[src/rtl/dbg_mailbox.sv]
module dbg_mailbox #(
  parameter int DATA_W = 32,
  parameter int ADDR_W = 5
) (
  input  logic              clk,
  input  logic              rst_n,
  input  logic              cpu_out_wr,
  input  logic [DATA_W-1:0] cpu_out_wdata,
  input  logic              cpu_in_rd,
  output logic [DATA_W-1:0] cpu_in_rdata,
  output logic [DATA_W-1:0] cpu_ctrl,
  input  logic              dbg_out_rd,
  output logic [DATA_W-1:0] dbg_cap_data,
  output logic [ADDR_W-1:0] dbg_cap_addr,
  input  logic              dbg_in_wr,
  input  logic [DATA_W-1:0] dbg_in_wdata,
  output logic [1:0]        dbg_status,
  output logic              out_overrun,
  output logic              in_overrun
);

  logic              w_q, r_q, cap_valid_q;
  logic [DATA_W-1:0] out_q, in_q, cap_q;
  logic              acc_out, acc_in;

  // A write is taken when the slot is free or being emptied this cycle
  assign acc_out = cpu_out_wr && (!w_q || dbg_out_rd);
  assign acc_in  = dbg_in_wr  && (!r_q || cpu_in_rd);

  always_ff @(posedge clk) begin
    if (!rst_n) begin
      w_q         <= 1'b0;
      r_q         <= 1'b0;
      out_q       <= '0;
      in_q        <= '0;
      cap_q       <= '0;
      cap_valid_q <= 1'b0;
      out_overrun <= 1'b0;
      in_overrun  <= 1'b0;
    end else begin
      if (dbg_out_rd) begin
        cap_q       <= out_q;
        cap_valid_q <= w_q;
      end
      if (acc_out)         out_q <= cpu_out_wdata;
      if (acc_out)         w_q   <= 1'b1;
      else if (dbg_out_rd) w_q   <= 1'b0;
      if (cpu_out_wr && !acc_out) out_overrun <= 1'b1;

      if (acc_in)          in_q  <= dbg_in_wdata;
      if (acc_in)          r_q   <= 1'b1;
      else if (cpu_in_rd)  r_q   <= 1'b0;
      if (dbg_in_wr && !acc_in) in_overrun <= 1'b1;
    end
  end

  assign cpu_in_rdata = in_q;
  assign cpu_ctrl     = {{(DATA_W-2){1'b0}}, w_q, r_q};
  assign dbg_status   = {w_q, r_q};
  assign dbg_cap_data = cap_q;
  assign dbg_cap_addr = {{(ADDR_W-1){1'b0}}, cap_valid_q};

  AST_W_SET: assert property (@(posedge clk) disable iff (!rst_n)
    cpu_out_wr && !dbg_status[1] |=> dbg_status[1]);
  AST_W_CLEAR: assert property (@(posedge clk) disable iff (!rst_n)
    dbg_out_rd && !cpu_out_wr |=> !dbg_status[1]);
  AST_CAP_VALID: assert property (@(posedge clk) disable iff (!rst_n)
    dbg_out_rd |=> dbg_cap_addr[0] == $past(dbg_status[1]));
  AST_R_SET: assert property (@(posedge clk) disable iff (!rst_n)
    dbg_in_wr && !dbg_status[0] |=> dbg_status[0] && cpu_in_rdata == $past(dbg_in_wdata));
  AST_R_CLEAR: assert property (@(posedge clk) disable iff (!rst_n)
    cpu_in_rd && !dbg_in_wr |=> !cpu_ctrl[0]);
  AST_OUT_DROP: assert property (@(posedge clk) disable iff (!rst_n)
    cpu_out_wr && dbg_status[1] && !dbg_out_rd |=> out_overrun && $stable(out_q));
  AST_IN_DROP: assert property (@(posedge clk) disable iff (!rst_n)
    dbg_in_wr && dbg_status[0] && !cpu_in_rd |=> in_overrun && $stable(cpu_in_rdata));
  AST_OUT_STICKY: assert property (@(posedge clk) disable iff (!rst_n)
    out_overrun |=> out_overrun);
  AST_IN_STICKY: assert property (@(posedge clk) disable iff (!rst_n)
    in_overrun |=> in_overrun);

endmodule

[config.mk]
export PLATFORM = sky130hd
export DESIGN_NAME = dbg_mailbox
export DESIGN_NICKNAME = d
export VERILOG_FILES = /design/src/rtl/dbg_mailbox.sv
export SDC_FILE = /design/constraint.sdc
export NUM_CORES = 1
export LEC_CHECK = 0
export ABC_CLOCK_PERIOD_IN_PS = 2600
export CORE_MARGIN = 5
export CORE_UTILIZATION = 30
export CTS_CLUSTER_DIAMETER = 60
export DETAILED_ROUTE_END_ITERATION = 8
export DONT_BUFFER_PORTS = 1
export GPL_TIMING_DRIVEN = 1
export MAX_ROUTING_LAYER = met4
export SLEW_MARGIN = 40
export SYNTH_ARGS = -nofsm -noshare
export SYNTH_HDL_FRONTEND = slang
export SYNTH_SLANG_ARGS = --single-unit
[constraint.sdc]
create_clock -name clk -period 2.6 [get_ports clk]
set_clock_uncertainty 0.2 [all_clocks]
set_input_delay 0.52 -clock clk [delete_from_list [all_inputs] [get_ports clk]]
set_output_delay 0.52 -clock clk [all_outputs]
set_load 0.02 [all_outputs]
==> impl_metrics.sql, run 1 <==
INSERT INTO impl_metrics (metric_group, metric, value, unit) VALUES
('status', 'outcome', 'finished clean', ''),
('timing', 'fin_crit', '1.86', 'ns'),
('synthesis', 'synth-seq-area-share', '47.7', '%'),
('detailed_routing', 'dr.first_iter.drc_count', '98', ''),
('timing', 'report.final.setup_viol', '0', ''),
('detailed_routing', 'vias', '2588', ''),
('detailed_routing', 'route.final.wire_length', '8260', 'µm'),
('timing', 'maxSlewViolCount', '0', ''),
('worst_setup_path', 'rrSetupSlack', '0.74', 'ns'),
('placed_design', 'place_ws', '0.764', 'ns'),
('synthesis', 'synth_enable_flop_cells', '0', ''),
('cells_and_area', 'synthToLayoutAreaGrowth', '4.69', '%'),
('detailed_routing', 'via_per_inst', '4.31', ''),
('global_routing', 'antenna_found_initial', '0', ''),
('timing', 'finalCritPeriodShare', '71.3', '%'),
('synthesis', 'yosys.area.top_type', 'dfxtp_1', ''),
('synthesis', 'yosys_register_bits', '101', ''),
('worst_setup_path', 'critical_path.max_fanout', '21', ''),
('clock_network', 'post-cts-setup-buffers', '0', ''),
('synthesis', 'async_reset_ff_share', '0', '%'),
('floorplan', 'die_width', '129', 'µm'),
('synthesis', 'post_synth_instance_area', '0.00424', 'mm²'),
('hold_path', 'min_path_type', 'in2reg', ''),
('worst_setup_path', 'cp_data_required_time', '2.67', 'ns'),
('power_and_ir_drop', 'worst_ir_drop_vdd', '0.275', 'mV'),
('cells_and_area', 'multiInputGateArea', '0.00187', 'mm²'),
('global_routing', 'grt_util_all_layers', '9.94', '%'),
('power_and_ir_drop', 'switchingPower', '0.000857', 'W'),
('cells_and_area', 'antenna_diode_instance_count', '0', ''),
('timing', 'final.setup.worst_slack', '0.745', 'ns'),
('global_routing', 'grt_start_max_net_pins', '166', ''),
('worst_setup_path', 'worstSetupPathType', 'reg2reg', ''),
('placed_design', 'number_of_i_o_port_buffers', '0', ''),
('synthesis', 'post_synth_num_cell_types', '12', ''),
('clock_network', 'cts-resized-gates', '0', ''),
('timing', 'max_clock_freq', '539', 'MHz'),
('clock_network', 'clk_root_buffer_cell', 'clkbuf_16', ''),
('cells_and_area', 'numnets_final', '486', ''),
('power_and_ir_drop', 'power.share.sequential', '53.4', '%'),
('cells_and_area', 'n_fill_cell', '1435', ''),
('floorplan', 'start_util', '30.5', '%'),
('floorplan', 'chipHeight', '129', 'µm'),
('synthesis', 'postSynthCellCount', '439', ''),
('timing', 'timing_worst_slew_pin_value', '0.547', 'ns'),
('timing', 'rsz_0062_raised_after_global_routing', 'false', ''),
('global_routing', 'grt_first_pass_wirelength', '12700', 'µm'),
('clock_network', 'cts_hold_repair.buffers', '0', ''),
('power_and_ir_drop', 'power_frac_comb', '7.2', '%'),
('floorplan', 'floorplan.core_area', '0.0139', 'mm²'),
('synthesis', 'synth_area_per_cell', '9.66', 'µm²'),
('power_and_ir_drop', 'power.density', '742', 'mW/mm²'),
('detailed_routing', 'first_pass_iters', '4', ''),
('clock_network', 'clock_sinks', '101', ''),
('timing', 'final.setup.tns', '0', 'ns'),
('clock_network', 'cts.htree.levels', '3', ''),
('synthesis', 'yosysWarningCount', '0', ''),
('detailed_routing', 'average_detailed_routed_wire_length_per_instance', '13.7', 'µm'),
('job', 'timing.max_cap.violations', '0', ''),
('timing', 'max_slew_margin', '63.5', '%'),
('placed_design', 'finalWeightedCongestion', '0.682', ''),
('detailed_routing', 'drcViolationCount', '0', ''),
('clock_network', 'clock_path_buffers', '2', ''),
('power_and_ir_drop', 'finalPower', '0.00329', 'W'),
('synthesis', 'netlist_top_cells_count', 'nand2_1, dfxtp_1, mux2i_1, buf_4, nor2b_1', ''),
('synthesis', 'ys_top_cells_by_area', 'dfxtp_1, mux2i_1, nand2_1', ''),
('synthesis', 'synth_top_flop_cell', 'dfxtp_1', ''),
('floorplan', 'ioPinCount', '175', ''),
('timing', 'hold_viol', '0', ''),
('clock_network', 'clk_pin_slew_worst_paths', '0.07', 'ns'),
('worst_setup_path', 'worstPathArrival', '1.92', 'ns'),
('synthesis', 'post-synth-top-area-fraction', '47.7', '%');
[final cells by class]
cell class | count | area share [%]
Clock inverter | 6 | 1.21
Tap cell | 180 | 5.07
Multi-Input combinational cell | 302 | 42.1
Timing Repair Buffer | 2 | 0.620
Clock buffer | 10 | 5.38
Sequential cell | 101 | 45.6
[critical path: stages (launching register included)]
cell	delay [ns]
dfxtp_1	0.46
nor2b_4	0.21
nor2b_4	0.41
buf_12	0.26
mux2i_1	0.21
[state kept, by name, summed over array words and instances, names as in the netlist]
signal	count
out_q	32
r_q	1
w_q	1
cap_valid_q	1
in_overrun	1
cpu_in_rdata	32
out_overrun	1
dbg_cap_data	32
[routing by layer]
metal	wire length (µm)	part of all wire, %	up-vias	track usage, %
li1	-	-	1290	-
met1	3430	42	1174	11.7
met2	3730	45	111	14.0
met3	915	11	13	4.82
met4	182	2.2	0	5.00
met5	0	0	-	-
[through the flow]
stage,utilization [%],cells,hold slack (ns),area [µm²]
floorplan,-,472,0.234,4360
global placement,29.9,585,0.242,4150
detailed placement,29.9,585,0.250,4150
CTS,32.0,601,0.0765,4440
global route,32.0,601,0.0838,4440
finish,32.0,601,0.0990,4440
[logic make-up (layout without fill, tap and decap cells)]
kind of cell,Yosys count,after routing,synth area share (%)
and+or+nand+nor,167,167,17.3
muxes,97,97,22.9
DFF,101,101,47.7
other,1,34,0.0885
AOI/OAI and AO/OA,4,4,0.590
buffers and inverters,69,18,11.5
[final timing paths]
| kind | startpoint | endpoint | depth (start not counted) |
|---|---|---|---|
| max | w_q$_SDFFE_PN0P_ | out_q[4]$_SDFFE_PN0P_ | 4 |
| min | dbg_in_wr | r_q$_SDFFE_PN0P_ | 1 |
| max reg2reg | w_q$_SDFFE_PN0P_ | out_q[4]$_SDFFE_PN0P_ | 4 |
| min reg2reg | out_q[24]$_SDFFE_PN0P_ | out_q[24]$_SDFFE_PN0P_ | 2 |
[layout by cell type (no fill, tap or decap)]
master / count
nor2b_1: 36
clkinv_4: 2
buf_4: 1
buf_12: 1
clkinvlp_4: 1
inv_8: 1
o21a_1: 2
nand2_1: 128
clkbuf_16: 9
nor2b_4: 3
clkbuf_8: 1
a21oi_1: 2
inv_6: 2
dfxtp_1: 101
mux2i_1: 97
conb_1: 34
[power groups by stage]
stage,clock (W),sequential [W],combinational (W)
floorplan,0,0.00177,0.000317
global placement,0,0.00179,0.000228
detailed placement,0,0.00180,0.000238
CTS,0.00136,0.00176,0.000238
global route,0.00141,0.00177,0.000264
finish,0.00130,0.00176,0.000235
Note: power is estimated with default switching activity, not from simulation.
==> run 2: changes to the inputs <==
- ABC_CLOCK_PERIOD_IN_PS: 2600 -> 1800
- clock period: 2.6 -> 1.8 ns (I/O delays scaled with it)
==> run 2 against run 1 <==
The flow now stops in clock tree synthesis. Synthesized area did not move. Synthesized cell count stayed put.
==> impl_metrics.sql, run 2 <==
INSERT INTO impl_metrics (metric_group, metric, value, unit) VALUES
('clock_network', 'cts_inserted_buffers', '9', ''),
('synthesis', 'compound_cell_area_share_of_the_yosys_netlist', '0.590', '%'),
('synthesis', 'yosys_register_bits', '101', ''),
('clock_network', 'cts-resized-gates', '0', ''),
('synthesis', 'yosys.cell_count.top_type', 'nand2_1', ''),
('placed_design', 'finalWeightedCongestion', '0.686', ''),
('synthesis', 'netlist_top_cells_count', 'nand2_1, dfxtp_1, mux2i_1, buf_4, nor2b_1', ''),
('synthesis', 'yosys.area_share.adder', '0', '%'),
('synthesis', 'synth-seq-area-share', '47.7', '%'),
('synthesis', 'post_synth_num_cell_types', '12', ''),
('clock_network', 'clock_sinks', '101', ''),
('status', 'flow.stopped_at', 'clock tree synthesis', ''),
('synthesis', 'post-synth-top-area-fraction', '47.7', '%'),
('synthesis', 'post_synth_instance_area', '0.00424', 'mm²'),
('placed_design', 'number_of_i_o_port_buffers', '0', ''),
('synthesis', 'yosysWarningCount', '0', ''),
('synthesis', 'synth_enable_flop_cells', '0', ''),
('status', 'outcome', 'aborted with a tool error', ''),
('clock_network', 'cts.htree.levels', '3', ''),
('placed_design', 'hpwlAfterDp', '5890', 'µm'),
('synthesis', 'postSynthCellCount', '439', ''),
('clock_network', 'cts_hold_repair.buffers', '123', ''),
('floorplan', 'ioPinCount', '175', ''),
('synthesis', 'yosys.area.top_type', 'dfxtp_1', ''),
('clock_network', 'clk_root_buffer_cell', 'clkbuf_16', ''),
('placed_design', 'detailed_place.area', '0.00418', 'mm²'),
('synthesis', 'largest_family_of_logic_cells_by_synthesized_area', 'multiplexers', ''),
('synthesis', 'async_reset_ff_share', '0', '%'),
('synthesis', 'ys_top_cells_by_area', 'dfxtp_1, mux2i_1, nand2_1', ''),
('synthesis', 'synth.area.mux_share', '22.9', '%'),
('floorplan', 'die_width', '129', 'µm'),
('synthesis', 'xor_and_xnor_area_share_after_synthesis', '0', '%'),
('synthesis', 'synth-simple-area-share', '17.3', '%'),
('floorplan', 'start_util', '30.5', '%'),
('floorplan', 'placement_rows', '43', ''),
('synthesis', 'synth_top_flop_cell', 'dfxtp_1', ''),
('floorplan', 'chipHeight', '129', 'µm'),
('clock_network', 'post-cts-setup-buffers', '0', ''),
('synthesis', 'synth_area_per_cell', '9.66', 'µm²'),
('clock_network', 'clock_path_buffers', '2', ''),
('status', 'toolErrorMsg', '[ERROR RSZ-0060] Max buffer count reached.', '');
[run 2: cell counts after synthesis]
Identical to the previous run, type by type.
[run 2: stage by stage]
stage | TNS (ns) | setup slack, ns | util (%) | cells | hold slack, ns
2_1_floorplan | 0 | 0.442 | - | 472 | 0.234
3_3_place_gp | -2.25 | -0.0758 | 30.0 | 587 | 0.241
3_5_place_dp | 0 | 0.0296 | 30.1 | 588 | 0.249
[run 2: cell families after synthesis]
kind of cell | Yosys count
other | 1
AND/OR/NAND/NOR | 167
flip-flops | 101
AO/OA/AOI/OAI | 4
multiplexers | 97
buffers and inverters | 69
==> run 3: changes to the inputs <==
- CORE_UTILIZATION: 30 -> 20
- CTS_CLUSTER_DIAMETER: 60 -> default
- MAX_ROUTING_LAYER: met4 -> default
- PLACE_DENSITY_LB_ADDON: default -> 0.15
==> run 3 against run 2 <==
The run again fails in clock tree synthesis. Synthesized cell count stayed put. Synthesized area stayed put.
==> impl_metrics.sql, run 3 <==
INSERT INTO impl_metrics (metric_group, metric, value, unit) VALUES
('status', 'outcome', 'aborted with a tool error', ''),
('status', 'flow.stopped_at', 'clock tree synthesis', ''),
('status', 'toolErrorMsg', '[ERROR RSZ-0060] Max buffer count reached.', ''),
('synthesis', 'synth_area_per_cell', '9.66', 'µm²'),
('synthesis', 'yosys.cell_count.top_type', 'nand2_1', ''),
('placed_design', 'finalWeightedCongestion', '0.703', ''),
('clock_network', 'clock_sinks', '101', ''),
('placed_design', 'number_of_i_o_port_buffers', '0', ''),
('placed_design', 'hpwlAfterDp', '6630', 'µm'),
('placed_design', 'detailed_place.area', '0.00432', 'mm²'),
('clock_network', 'clock_path_buffers', '2', ''),
('synthesis', 'ys_top_cells_by_area', 'dfxtp_1, mux2i_1, nand2_1', ''),
('clock_network', 'cts_inserted_buffers', '9', ''),
('synthesis', 'postSynthCellCount', '439', ''),
('floorplan', 'placement_rows', '53', ''),
('synthesis', 'yosys_register_bits', '101', ''),
('floorplan', 'die_width', '156', 'µm'),
('synthesis', 'post_synth_num_cell_types', '12', ''),
('synthesis', 'synth_enable_flop_cells', '0', ''),
('synthesis', 'synth-seq-area-share', '47.7', '%'),
('clock_network', 'clk_root_buffer_cell', 'clkbuf_16', ''),
('synthesis', 'yosysWarningCount', '0', ''),
('floorplan', 'start_util', '20.2', '%'),
('synthesis', 'post_synth_instance_area', '0.00424', 'mm²'),
('clock_network', 'post-cts-setup-buffers', '0', ''),
('synthesis', 'netlist_top_cells_count', 'nand2_1, dfxtp_1, mux2i_1, buf_4, nor2b_1', ''),
('synthesis', 'async_reset_ff_share', '0', '%'),
('placed_design', 'placed_cells', '684', ''),
('clock_network', 'cts-resized-gates', '0', ''),
('synthesis', 'synth_top_flop_cell', 'dfxtp_1', ''),
('synthesis', 'yosys.area.top_type', 'dfxtp_1', ''),
('floorplan', 'chipHeight', '156', 'µm'),
('clock_network', 'cts_hold_repair.buffers', '141', ''),
('placed_design', 'place_ws', '0.327', 'ns'),
('synthesis', 'post-synth-top-area-fraction', '47.7', '%'),
('clock_network', 'cts.htree.levels', '3', ''),
('floorplan', 'ioPinCount', '175', '');
run 3: cell counts after synthesis:
Identical to the previous run, type by type.
run 3: through the flow:
stage | TNS [ns] | utilization, % | hold WS (ns)
floorplan | 0 | - | 0.234
global placement | -4.11 | 20.4 | 0.241
detailed placement | 0 | 20.6 | 0.247
run 3: cells by family after synthesis:
kind of cell | Yosys count | share of synthesized area, %
AOI/OAI and AO/OA | 4 | 0.590
DFF | 101 | 47.7
other | 1 | 0.0885
and+or+nand+nor | 167 | 17.3
buffers and inverters | 69 | 11.5
muxes | 97 | 22.9
